## src/rtl/led_fault_pkg.sv

```systemverilog
package led_fault_pkg;

  typedef enum logic [1:0] {
    GS_RES_8   = 2'b00,
    GS_RES_10  = 2'b01,
    GS_RES_12  = 2'b10,
    GS_RES_12B = 2'b11
  } gs_res_e;

  typedef enum logic [2:0] {
    FLT_OK    = 3'd0,
    FLT_OPEN  = 3'd1,
    FLT_SHORT = 3'd2,
    FLT_GND   = 3'd3,
    FLT_UNK   = 3'd4
  } flt_code_e;

  // Early/late snapshot of one channel
  typedef struct packed {
    logic lo_early;
    logic hi_early;
    logic lo_late;
    logic hi_late;
  } snap_t;

  function automatic flt_code_e decode_snap(input snap_t s);
    flt_code_e r;
    case ({s.lo_early, s.hi_early, s.lo_late, s.hi_late})
      4'b0001: r = FLT_OK;
      4'b1001: r = FLT_OPEN;
      4'b0101: r = FLT_SHORT;
      4'b1010: r = FLT_GND;
      default: r = FLT_UNK;
    endcase
    return r;
  endfunction

endpackage

```

## src/rtl/gs_edge_tracker.sv

```systemverilog
module gs_edge_tracker #(
  parameter int CW         = 13,
  parameter int EARLY_EDGE = 9,
  parameter int RES_LO     = 8,
  parameter int RES_MID    = 10,
  parameter int RES_HI     = 12
) (
  input  logic       clk,
  input  logic       rst_n,
  input  logic [1:0] mode_in,
  output logic       cap_early,
  output logic       cap_late
);
  import led_fault_pkg::*;

  localparam logic [CW-1:0] LEN_LO  = CW'(1) << RES_LO;
  localparam logic [CW-1:0] LEN_MID = CW'(1) << RES_MID;
  localparam logic [CW-1:0] LEN_HI  = CW'(1) << RES_HI;
  localparam logic [CW-1:0] EARLY_V = CW'(EARLY_EDGE);

  logic [CW-1:0] edge_q, edge_d;
  logic [1:0]    mode_q, mode_d;
  logic          mode_en;
  logic [CW-1:0] len_cur;
  logic          period_start;

  always_comb begin
    case (gs_res_e'(mode_q))
      GS_RES_8:  len_cur = LEN_LO;
      GS_RES_10: len_cur = LEN_MID;
      default:   len_cur = LEN_HI;
    endcase
  end

  always_comb begin
    period_start = (edge_q == '0) || (edge_q == len_cur);
    edge_d       = period_start ? CW'(1) : edge_q + CW'(1);
    mode_en      = period_start;
    mode_d       = mode_in;
    cap_early    = (edge_d == EARLY_V);
    cap_late     = (edge_d == len_cur - CW'(1));
  end

  always_ff @(posedge clk or negedge rst_n) begin
    if (!rst_n) begin
      edge_q <= '0;
    end else begin
      edge_q <= edge_d;
    end
  end

  always_ff @(posedge clk or negedge rst_n) begin
    if (!rst_n) begin
      mode_q <= GS_RES_12;
    end else if (mode_en) begin
      mode_q <= mode_d;
    end
  end

endmodule

```

## src/rtl/diag_bank.sv

```systemverilog
module diag_bank #(
  parameter int W = 24
) (
  input  logic         clk,
  input  logic         rst_n,
  input  logic         load,
  input  logic [W-1:0] d_low,
  input  logic [W-1:0] d_short,
  output logic [W-1:0] q_low,
  output logic [W-1:0] q_short
);

  logic [W-1:0] low_d, short_d;

  always_comb begin
    low_d   = d_low;
    short_d = d_short;
  end

  always_ff @(posedge clk or negedge rst_n) begin
    if (!rst_n) begin
      q_low   <= '0;
      q_short <= '0;
    end else if (load) begin
      q_low   <= low_d;
      q_short <= short_d;
    end
  end

endmodule

```

## src/rtl/fault_classifier.sv

```systemverilog
module fault_classifier #(
  parameter int NCH = 24,
  parameter int CDW = 3
) (
  input  logic [NCH-1:0]     lo_early,
  input  logic [NCH-1:0]     hi_early,
  input  logic [NCH-1:0]     lo_late,
  input  logic [NCH-1:0]     hi_late,
  input  logic [NCH-1:0]     skip,
  output logic [CDW*NCH-1:0] codes
);
  import led_fault_pkg::*;

  for (genvar c = 0; c < NCH; c++) begin : g_ch
    snap_t     s;
    flt_code_e k;
    always_comb begin
      s.lo_early = lo_early[c];
      s.hi_early = hi_early[c];
      s.lo_late  = lo_late[c];
      s.hi_late  = hi_late[c];
      k          = decode_snap(s);
      codes[c*CDW +: CDW] = skip[c] ? CDW'(FLT_OK) : CDW'(k);
    end
  end

endmodule

```

## src/rtl/led_fault_sampler.sv

```systemverilog
module led_fault_sampler #(
  parameter int NCH        = 24,
  parameter int EARLY_EDGE = 9,
  parameter int RES_LO     = 8,
  parameter int RES_MID    = 10,
  parameter int RES_HI     = 12
) (
  input  logic             gclk,
  input  logic             rst_n,
  input  logic [1:0]       gs_mode,
  input  logic [NCH-1:0]   cmp_low,
  input  logic [NCH-1:0]   cmp_short,
  input  logic [NCH-1:0]   ign_mask,
  output logic [NCH-1:0]   bank1_low,
  output logic [NCH-1:0]   bank1_short,
  output logic [NCH-1:0]   bank2_low,
  output logic [NCH-1:0]   bank2_short,
  output logic [3*NCH-1:0] fault_code,
  output logic             codes_valid
);

  localparam int CW  = RES_HI + 1;
  localparam int CDW = 3;

  logic cap_early, cap_late;
  logic valid_d, valid_q;

  gs_edge_tracker #(
    .CW(CW), .EARLY_EDGE(EARLY_EDGE),
    .RES_LO(RES_LO), .RES_MID(RES_MID), .RES_HI(RES_HI)
  ) u_trk (
    .clk      (gclk),
    .rst_n    (rst_n),
    .mode_in  (gs_mode),
    .cap_early(cap_early),
    .cap_late (cap_late)
  );

  diag_bank #(.W(NCH)) u_bank_early (
    .clk    (gclk),
    .rst_n  (rst_n),
    .load   (cap_early),
    .d_low  (cmp_low),
    .d_short(cmp_short),
    .q_low  (bank1_low),
    .q_short(bank1_short)
  );

  diag_bank #(.W(NCH)) u_bank_late (
    .clk    (gclk),
    .rst_n  (rst_n),
    .load   (cap_late),
    .d_low  (cmp_low),
    .d_short(cmp_short),
    .q_low  (bank2_low),
    .q_short(bank2_short)
  );

  fault_classifier #(.NCH(NCH), .CDW(CDW)) u_cls (
    .lo_early(bank1_low),
    .hi_early(bank1_short),
    .lo_late (bank2_low),
    .hi_late (bank2_short),
    .skip    (ign_mask),
    .codes   (fault_code)
  );

  always_comb valid_d = cap_late;

  always_ff @(posedge gclk or negedge rst_n) begin
    if (!rst_n) begin
      valid_q <= 1'b0;
    end else begin
      valid_q <= valid_d;
    end
  end

  assign codes_valid = valid_q;

endmodule

```

## config.mk

```make
export PLATFORM = sky130hd
export DESIGN_NAME = led_fault_sampler
export DESIGN_NICKNAME = d
export VERILOG_FILES = /design/src/rtl/led_fault_pkg.sv /design/src/rtl/gs_edge_tracker.sv /design/src/rtl/diag_bank.sv /design/src/rtl/fault_classifier.sv /design/src/rtl/led_fault_sampler.sv
export SDC_FILE = /design/constraint.sdc
export NUM_CORES = 1
export LEC_CHECK = 0
export CELL_PAD_IN_SITES_DETAIL_PLACEMENT = 0
export CELL_PAD_IN_SITES_GLOBAL_PLACEMENT = 1
export CORE_UTILIZATION = 36
export CTS_BUF_LIST = sky130_fd_sc_hd__clkbuf_16
export DETAILED_ROUTE_END_ITERATION = 8
export MAX_ROUTING_LAYER = met4
export PLACE_DENSITY_LB_ADDON = 0.1
export REMOVE_ABC_BUFFERS = 1
export SYNTH_ARGS = -nofsm -noshare
export SYNTH_HDL_FRONTEND = slang
export SYNTH_SLANG_ARGS = --single-unit
```

## constraint.sdc

```tcl
create_clock -name gclk -period 7.65 [get_ports gclk]
set_clock_uncertainty 0.15 [all_clocks]
set_input_delay 0.765 -clock gclk [delete_from_list [all_inputs] [get_ports gclk]]
set_output_delay 0.765 -clock gclk [all_outputs]
set_load 0.02 [all_outputs]
```

==> results.json, run 1 <==
{
  "status": "complete, no violations",
  "grt_max_degree": 67,
  "tightest_slew_ns": 1.018,
  "cts_hold_buf": 0,
  "ir_drop_v": 0.00008774,
  "portBuffers": 244,
  "period_share_pct": 58.59,
  "htree_levels": 3,
  "dpl.hpwl_um": 12590,
  "drt_first_pass_iters": 4,
  "drt_iter0_drc": 178,
  "numCtsBuffers": 9,
  "p_per_area_mw_per_mm2": 133.6,
  "r2r_start": "u_trk.edge_q[0]",
  "period_needed_ns": 4.482,
  "drive_above_1_share_pct": 12.06,
  "grt_pass1_wl_um": 26940,
  "rows": 47,
  "cts.clk_slew.worst_paths_ns": 0.07,
  "instances_no_fill": 1024,
  "synth_area_leader_cell": "dfrtp_1",
  "ys.flop_type": "dfrtp_1",
  "cts_buffer_depth": 2,
  "yosysWarnings": 0,
  "r2r_end": "u_bank_late.q_low[12]",
  "finalSetupViolCount": 0,
  "maxSlewHeadroom_pct": 31.93,
  "synth-simple-area-share_pct": 23.00,
  "cp.required_ns": 7.73,
  "wl_per_cell_um": 16.30,
  "synthTopCellsByCount": "dfrtp_1, mux2_2, nor2_1, a21oi_1, xnor2_1",
  "grt_pass1_vias": 5181,
  "rr_worst_depth": 9,
  "cp_max_fo": 30,
  "overflow": 0,
  "dp_cells": 1008,
  "crit_start": "u_trk.edge_q[0]",
  "die_x_um": 133.5,
  "timing.final.ws_setup_ns": 3.168,
  "ys_top_cells_by_area": "dfrtp_1, mux2_2, xnor2_1, mux2_1, a21oi_1",
  "syn2layout_area_growth_pct": 46.87,
  "yosysTopAreaCellShare_pct": 44.60,
  "fin_nets": 879,
  "start_util_pct": 37.16,
  "synth_edf_count": 0,
  "final_antenna_net_count": 0,
  "cts_root_buf": "clkbuf_16",
  "synthesis.area_mm2": 0.006228,
  "rrSetupSlack_ns": 3.17,
  "drv_slew": 0,
  "antenna_found_initial": 0,
  "vias_per_cell": 5.193,
  "yosysMostFrequentCell": "dfrtp_1",
  "avgSynthCellArea_um2": 11.10,
  "core_mm2": 0.01676,
  "crit_path_end_kind": "flop",
  "ys_ff_latch": 112,
  "rsz0062_at_grt": "no",
  "die-area_mm2": 0.01783,
  "pre_cts_slack_ns": 3.073,
  "hp-class": "in -> async",
  "drc_errors": 0,
  "synth_top_family_by_area": "simple AND/OR/NAND/NOR gates",
  "yosysSeqAreaShare_pct": 45.02,
  "synthAdderAreaFrac_pct": 0.8035,
  "synthXorXnorAreaFrac_pct": 5.203,
  "vias": 5318,
  "cts_resized": 0,
  "max_clock_freq_mhz": 223.1,
  "totalWireLength_um": 16690,
  "clkLatencyLatePin_ns": 0.34,
  "syn-instance-count": 561,
  "hold_violations": 0,
  "postCtsSetupBuffers": 0,
  "synthArstFlopShare_pct": 100.0,
  "ios": 245,
  "cap_violations": 0,
  "crit_type": "reg -> reg",
  "synthMuxAreaShare_pct": 17.88,
  "yosysUniqueCellTypes": 45,
  "cts_sinks": 112,
  "grt_use_total_pct": 19.50,
  "num_antenna_cells": 0,
  "cts_tree": "done",
  "power_leakage_nw": 3.553,
  "utilization_pct": 54.58,
  "startpoint_type": "flop",
  "die_h_um": 133.5,
  "synth_compound_area_share_pct": 5.946,
  "tns_ns": 0,
  "cp.arrival_ns": 4.56,
  "gp_congestion": 0.8637
}
==> critical path, stage by stage, from the launching register on <==
cell	delay, ns
dfrtp_1	0.42
inv_1	0.08
ha_1	0.13
or4b_1	0.48
a2111oi_4	0.64
nor3_1	0.13
or4_1	0.50
a211oi_4	0.89
buf_4	0.54
mux2_2	0.39
==> where the power goes <==
part / internal (mW) / switching (mW) / leakage (nW)
Combinational: 0.0845 / 0.0641 / 1.98
Clock: 0.247 / 0.199 / 0.134
Sequential: 0.606 / 0.0216 / 1.43
==> layer usage <==
metal	wire, µm	share of wire [%]	up-vias	track usage (%)
li1	-	-	2543	-
met1	7188	43	2602	23.31
met2	8505	51	149	33.54
met3	696	4.2	24	2.968
met4	298	1.8	0	6.439
met5	0	0	-	-
==> how the worst max path moves through the flow <==
stage	cells past startpoint	to	slack, ns
3_3_place_gp	9	u_bank_late.q_short[20]	3.18
4_1_cts	9	u_bank_late.q_low[2]	3.08
5_1_grt	9	u_bank_late.q_low[2]	2.82
3_5_place_dp	9	u_bank_late.q_low[2]	3.07
6_report	9	u_bank_late.q_low[12]	3.17
2_1_floorplan	7	u_bank_early.q_low[0]	2.07
==> cells by family (layout without fill, tap and decap cells) <==
group	Yosys count	in the layout
flops	112	112
simple gates	223	223
mux	99	99
compound gates	61	61
fa+ha+maj	4	4
buf+inv	25	268
xor+xnor	37	37
==> cell type report <==
class / instances / area (µm²)
Clock inverter: 7 / 52.55
Timing Repair Buffer: 247 / 2462
Sequential cell: 112 / 2804
Inverter: 5 / 18.77
Tap cell: 220 / 275.3
Clock buffer: 9 / 225.2
Fill cell: 1492 / 7612
Multi-Input combinational cell: 424 / 3309
==> cell usage in the layout, fill, tap and decap left out, types with 2 or more instances in the layout <==
master           Yosys  routed
nor4b_1             24      24
nor3_1              21      21
nand4_1              5       5
clkinv_1             0       6
nand3_1              7       7
a21o_1               2       2
buf_4                0       4
nor2b_1              2       2
nor2_1              49      49
nand2_1             22      22
inv_1                5       5
mux2_1              20      20
nand2b_1            19      19
a21oi_1             43      43
or3_1                5       5
ha_1                 4       4
clkbuf_16            0       9
clkdlybuf4s50_1      0     243
o21ai_0              4       3
nand3b_1            25      25
nor4bb_1            17      17
dfrtp_1            111     111
mux2_2              78      78
xor2_1               4       4
xnor2_1             33      33
o21a_1               2       2
and2_1               3       3
and4_1               4       4
nand4bb_1           16      16
==> metrics by stage <==
step / cell area (µm²) / hold slack, ns / power, mW
floorplan: 6113 / 0.3194 / 0.6820
global placement: 8870 / 0.3540 / 0.7846
detailed placement: 8870 / 0.3624 / 0.7882
CTS: 9148 / 0.2812 / 1.243
global route: 9148 / 0.2968 / 1.276
finish: 9148 / 0.2577 / 1.222
==> sequential cells by signal, indices dropped and copies added (netlist names) <==
register              flops
u_bank_early.q_low       24
u_bank_early.q_short     24
u_bank_late.q_low        24
u_bank_late.q_short      24
u_trk.edge_q             13
u_trk.mode_q              2
codes_valid               1
No activity file was read; power rests on OpenSTA's default activity.
==> inputs of run 2 (changes only) <==
--- a/config.mk
+++ b/config.mk
@@ -7,7 +7,7 @@
 export LEC_CHECK = 0
 export CELL_PAD_IN_SITES_DETAIL_PLACEMENT = 0
 export CELL_PAD_IN_SITES_GLOBAL_PLACEMENT = 1
-export CORE_UTILIZATION = 36
+export CORE_UTILIZATION = 33
 export CTS_BUF_LIST = sky130_fd_sc_hd__clkbuf_16
 export DETAILED_ROUTE_END_ITERATION = 8
 export MAX_ROUTING_LAYER = met4
==> constraint.sdc (replaced) <==
create_clock -name gclk -period 4.4 [get_ports gclk]
set_clock_uncertainty 0.15 [all_clocks]
set_input_delay 0.44 -clock gclk [delete_from_list [all_inputs] [get_ports gclk]]
set_output_delay 0.44 -clock gclk [all_outputs]
set_load 0.02 [all_outputs]
==> results.json, run 2 (same netlist as run 1, synthesis figures left out) <==
{
  "cts_sinks": 112,
  "totalWireLength_um": 16880,
  "gp_congestion": 0.8072,
  "cp.arrival_ns": 3.62,
  "dp_cells": 1019,
  "vias_per_cell": 5.154,
  "power_leakage_nw": 3.572,
  "rsz0062_at_grt": "no",
  "grt_max_degree": 76,
  "mostFrequentLayoutCell": "clkdlybuf4s50_1",
  "numCtsBuffers": 9,
  "drc_errors": 0,
  "rr_worst_depth": 9,
  "ios": 245,
  "startpoint_type": "flop",
  "tns_ns": 0,
  "cts_tree": "done",
  "start_util_pct": 34.21,
  "grt_pass1_wl_um": 26940,
  "grt_pass1_vias": 5104,
  "period_needed_ns": 3.542,
  "wl_per_cell_um": 16.31,
  "rows": 49,
  "hold_violations": 0,
  "final_cell_mix": "clkdlybuf4s50_1, dfrtp_1, mux2_2",
  "fillers": 1656,
  "maxSlewHeadroom_pct": 34.02,
  "instances_no_fill": 1035,
  "antenna_found_initial": 0,
  "vias": 5334,
  "cts_buffer_depth": 2,
  "p_per_area_mw_per_mm2": 234.5,
  "drv_slew": 0,
  "cap_violations": 0,
  "cts_hold_buf": 0,
  "clkLatencyLatePin_ns": 0.35,
  "num_antenna_cells": 0,
  "cp.required_ns": 4.48,
  "drt_first_pass_iters": 4,
  "ir_drop_v": 0.0002210,
  "cp-endpoint": "u_bank_late.q_low[14]",
  "postCtsSetupBuffers": 0,
  "r2r_start": "u_trk.edge_q[0]",
  "overflow": 0,
  "crit_type": "reg -> reg",
  "cp_max_fo": 24,
  "cts_resized": 0,
  "grt_use_total_pct": 17.86,
  "status": "complete, no violations",
  "cts.clk_slew.worst_paths_ns": 0.07,
  "final_antenna_net_count": 0,
  "drt_iter0_drc": 259,
  "hp-class": "in -> async",
  "tightest_slew_ns": 0.9897,
  "fin_nets": 881,
  "die_h_um": 139.4,
  "drive_above_1_share_pct": 12.78,
  "rrSetupSlack_ns": 0.86,
  "portBuffers": 244,
  "max_clock_freq_mhz": 282.4,
  "crit_path_end_kind": "flop",
  "dpl.hpwl_um": 12560,
  "r2r_end": "u_bank_late.q_low[14]",
  "crit_start": "u_trk.edge_q[0]",
  "die_x_um": 139.4,
  "cts_root_buf": "clkbuf_16",
  "period_share_pct": 80.49,
  "htree_levels": 3,
  "hold_slack_ns": 0.07832,
  "core_mm2": 0.01821,
  "die-area_mm2": 0.01943,
  "finalSetupViolCount": 0,
  "syn2layout_area_growth_pct": 47.65
}
[run 2: cell types whose count changed in the layout (fill, tap and decap cells not counted), sizes merged]
cell	delta
clkinv	-2
buf	+2
clkinvlp	+2
[run 2: through the flow]
step	util, %	power [mW]	setup WS [ns]	cell area (µm²)
floorplan	-	1.186	-1.184	6113
global placement	48.92	1.365	0.9611	8909
detailed placement	48.92	1.371	0.8766	8909
CTS	50.51	2.195	0.8433	9196
global route	50.51	2.251	0.6795	9196
finish	50.51	2.156	0.8585	9196
[run 2: worst min-delay path by stage]
stage	slack, ns	cells past startpoint	start	end
CTS	0.13	1	rst_n	u_bank_early.q_short[8]
detailed placement	0.36	1	u_trk.edge_q[0]	u_trk.edge_q[0]
finish	0.08	1	rst_n	u_bank_early.q_short[8]
floorplan	-0.006	0	rst_n	codes_valid
global placement	0.35	1	u_trk.edge_q[0]	u_trk.edge_q[0]
global route	0.15	1	rst_n	u_bank_early.q_short[8]
[run 2: metal layers]
metal  global-route usage (%)  vias up  part of all wire, %
li1                         -     2548                    -
met3                    2.753       18                  4.9
met1                    22.07     2609                   44
met4                    6.082        0                  1.7
met2                    29.73      159                   49
met5                        -        -                    0
[run 2: power breakdown]
part | internal (mW) | switching (mW) | total (mW) | leakage [nW]
registers | 1.05 | 0.0364 | 1.09 | 1.43
logic | 0.147 | 0.113 | 0.260 | 2.00
clock network | 0.436 | 0.372 | 0.808 | 0.136
total | 1.64 | 0.521 | 2.16 | 3.57
[run 2: cell type report]
class | count | area (µm²) | area share [%]
Inverter | 5 | 18.77 | 0.2041
Timing Repair Buffer | 249 | 2490 | 27.07
Clock inverter | 7 | 62.56 | 0.6803
Sequential cell | 112 | 2804 | 30.49
Multi-Input combinational cell | 424 | 3309 | 35.99
Clock buffer | 9 | 225.2 | 2.449
Tap cell | 229 | 286.5 | 3.116
[run 2: worst max-delay path: stages (launching register included)]
cell and delay, ns:
dfrtp_1 0.41, ha_1 0.31, and4_1 0.38, nand4_1 0.16
xnor2_1 0.22, o21a_1 0.21, or4_1 0.54, a211oi_4 0.28
buf_4 0.36, mux2_2 0.39
==> inputs of run 3 (changes only) <==
--- a/config.mk
+++ b/config.mk
@@ -7,7 +7,7 @@
 export LEC_CHECK = 0
 export CELL_PAD_IN_SITES_DETAIL_PLACEMENT = 0
 export CELL_PAD_IN_SITES_GLOBAL_PLACEMENT = 1
-export CORE_UTILIZATION = 33
+export CORE_UTILIZATION = 30
 export CTS_BUF_LIST = sky130_fd_sc_hd__clkbuf_16
 export DETAILED_ROUTE_END_ITERATION = 8
 export MAX_ROUTING_LAYER = met4
==> constraint.sdc (replaced) <==
create_clock -name gclk -period 2.9 [get_ports gclk]
set_clock_uncertainty 0.15 [all_clocks]
set_input_delay 0.29 -clock gclk [delete_from_list [all_inputs] [get_ports gclk]]
set_output_delay 0.29 -clock gclk [all_outputs]
set_load 0.02 [all_outputs]
==> results.json, run 3 (same netlist as run 1, synthesis figures left out) <==
{
  "dpl.hpwl_um": 13550,
  "gp_congestion": 0.8249,
  "cts_sinks": 112,
  "max_clock_freq_mhz": 314.8,
  "multi_input_area_mm2": 0.003470,
  "totalWireLength_um": 18880,
  "p_per_area_mw_per_mm2": 332.3,
  "final_cell_mix": "clkdlybuf4s50_1, dfrtp_1, mux2_2",
  "ios": 245,
  "place_area_mm2": 0.009295,
  "rsz0062_at_grt": "yes",
  "seqCellArea_mm2": 0.002804,
  "status": "finished, violations left",
  "fin_nets": 935,
  "power_leakage_nw": 3.942,
  "timing.final.ws_setup_ns": -0.2769,
  "hp-class": "in -> async",
  "period_share_pct": 109.5,
  "grt_pass1_vias": 5659,
  "drt_first_pass_iters": 4,
  "cts_tree": "done",
  "clockPowerShare_pct": 38.2,
  "maxSlewHeadroom_pct": 48.83,
  "num_antenna_cells": 0,
  "combPwrFrac_pct": 12.2,
  "power_mw": 3.329,
  "cap_violations": 0,
  "drt_iter0_drc": 143,
  "start_util_pct": 30.68,
  "drive_above_1_share_pct": 20.58,
  "wl_per_cell_um": 16.71,
  "failed_checks": "negative setup slack",
  "fillers": 1874,
  "grt_max_degree": 58,
  "cp.required_ns": 2.99,
  "grt_use_total_pct": 18.51,
  "crit_path_end_kind": "flop",
  "numCtsBuffers": 9,
  "seqPwrFrac_pct": 49.6,
  "rrSetupSlack_ns": -0.28,
  "die_x_um": 146.1,
  "cts.clk_slew.worst_paths_ns": 0.07,
  "mostFrequentLayoutCell": "clkdlybuf4s50_1",
  "cp.arrival_ns": 3.26,
  "cp_max_fo": 6,
  "cts_buffer_depth": 2,
  "die_h_um": 146.1,
  "grt_pass1_wl_um": 30560,
  "vias_per_cell": 4.953,
  "finalSetupViolCount": 48,
  "clkLatencyLatePin_ns": 0.35,
  "portBuffers": 244,
  "cts_root_buf": "clkbuf_16",
  "antenna_found_initial": 0,
  "overflow": 0,
  "final_antenna_net_count": 0,
  "startpoint_type": "flop",
  "period_needed_ns": 3.177,
  "hold_violations": 0,
  "p_sw_uw": 821.5,
  "tightest_slew_ns": 0.7676,
  "tns_ns": -10.95,
  "design_area_mm2": 0.01002,
  "syn2layout_area_growth_pct": 60.87,
  "ir_drop_v": 0.0002691,
  "drc_errors": 0,
  "die-area_mm2": 0.02134,
  "vias": 5597,
  "drv_slew": 0,
  "power.share.switching_pct": 24.68,
  "rows": 52,
  "crit_type": "reg -> reg",
  "htree_levels": 3,
  "core_mm2": 0.02030,
  "internal_power_mw": 2.508
}
-- run 3: cell count changes in the layout (fill, tap and decap cells not counted), sizes merged --
cell / delta
buf: +53
clkinv: -1
clkinvlp: -2
dlygate4sd3: +1
inv: +3
-- run 3: cell type report --
class	instances	area share, %
Clock inverter	7	0.7992
Clock buffer	9	2.248
Sequential cell	112	27.98
Inverter	5	0.1873
Tap cell	270	3.372
Timing Repair Buffer	303	30.78
Multi-Input combinational cell	424	34.63
-- run 3: worst paths after layout --
check / depth (start not counted) / end / from
max: 11 / u_bank_late.q_low[13] / u_trk.edge_q[0]
min: 2 / u_bank_early.q_low[20] / rst_n
max reg2reg: 11 / u_bank_late.q_low[13] / u_trk.edge_q[0]
min reg2reg: 1 / u_trk.mode_q[0] / u_trk.mode_q[0]
max in group asynchronous: 3 / u_bank_early.q_low[14] / rst_n
min in group gclk: 2 / u_trk.mode_q[0] / gs_mode[0]
-- run 3: repair_timing --
action / 4_1_cts / 5_1_grt
buffers inserted: 8 / 2
cloned: 5 / 0
hold buffers: 1 / 0
setup endpoints to repair: 48 / 48
hold endpoints to repair: 55 / 0
resized for setup: 49 / 1
pin swaps: 3 / 1
-- run 3: power by group through the flow --
stage          Sequential [mW]  Clock [mW]  Combinational (mW)
6_report                  1.65        1.27               0.405
5_1_grt                   1.66        1.39               0.434
4_1_cts                   1.65        1.32               0.410
3_5_place_dp              1.68           0               0.403
3_3_place_gp              1.68           0               0.399
2_1_floorplan             1.71           0              0.0888
-- run 3: routing by layer --
metal / up-vias / global-route usage (%) / part of all wire [%]
li1: 2654 / - / -
met1: 2771 / 23.15 / 46
met2: 159 / 31.20 / 49
met3: 13 / 3.063 / 4.1
met4: 0 / 4.479 / 1.1
met5: - / - / 0
-- run 3: stage by stage --
step | setup slack (ns) | hold slack [ns] | util, % | std cells
6_report | -0.2769 | 0.3786 | 49.36 | 1130
5_1_grt | -0.3724 | 0.4077 | 49.36 | 1130
3_5_place_dp | -0.2604 | 0.2595 | 45.79 | 1098
2_1_floorplan | -2.684 | -0.1556 | - | 541
4_1_cts | -0.2031 | 0.3968 | 49.29 | 1128
3_3_place_gp | -0.2169 | 0.2483 | 45.79 | 1098
-- run 3: critical path: stages, from the launching register on --
cell,delay (ns)
dfrtp_1,0.41
inv_2,0.09
ha_4,0.12
or4b_4,0.46
a2111oi_4,0.29
nor3_2,0.10
or4_4,0.45
a211oi_4,0.25
buf_6,0.16
buf_12,0.12
buf_12,0.13
mux2_2,0.33
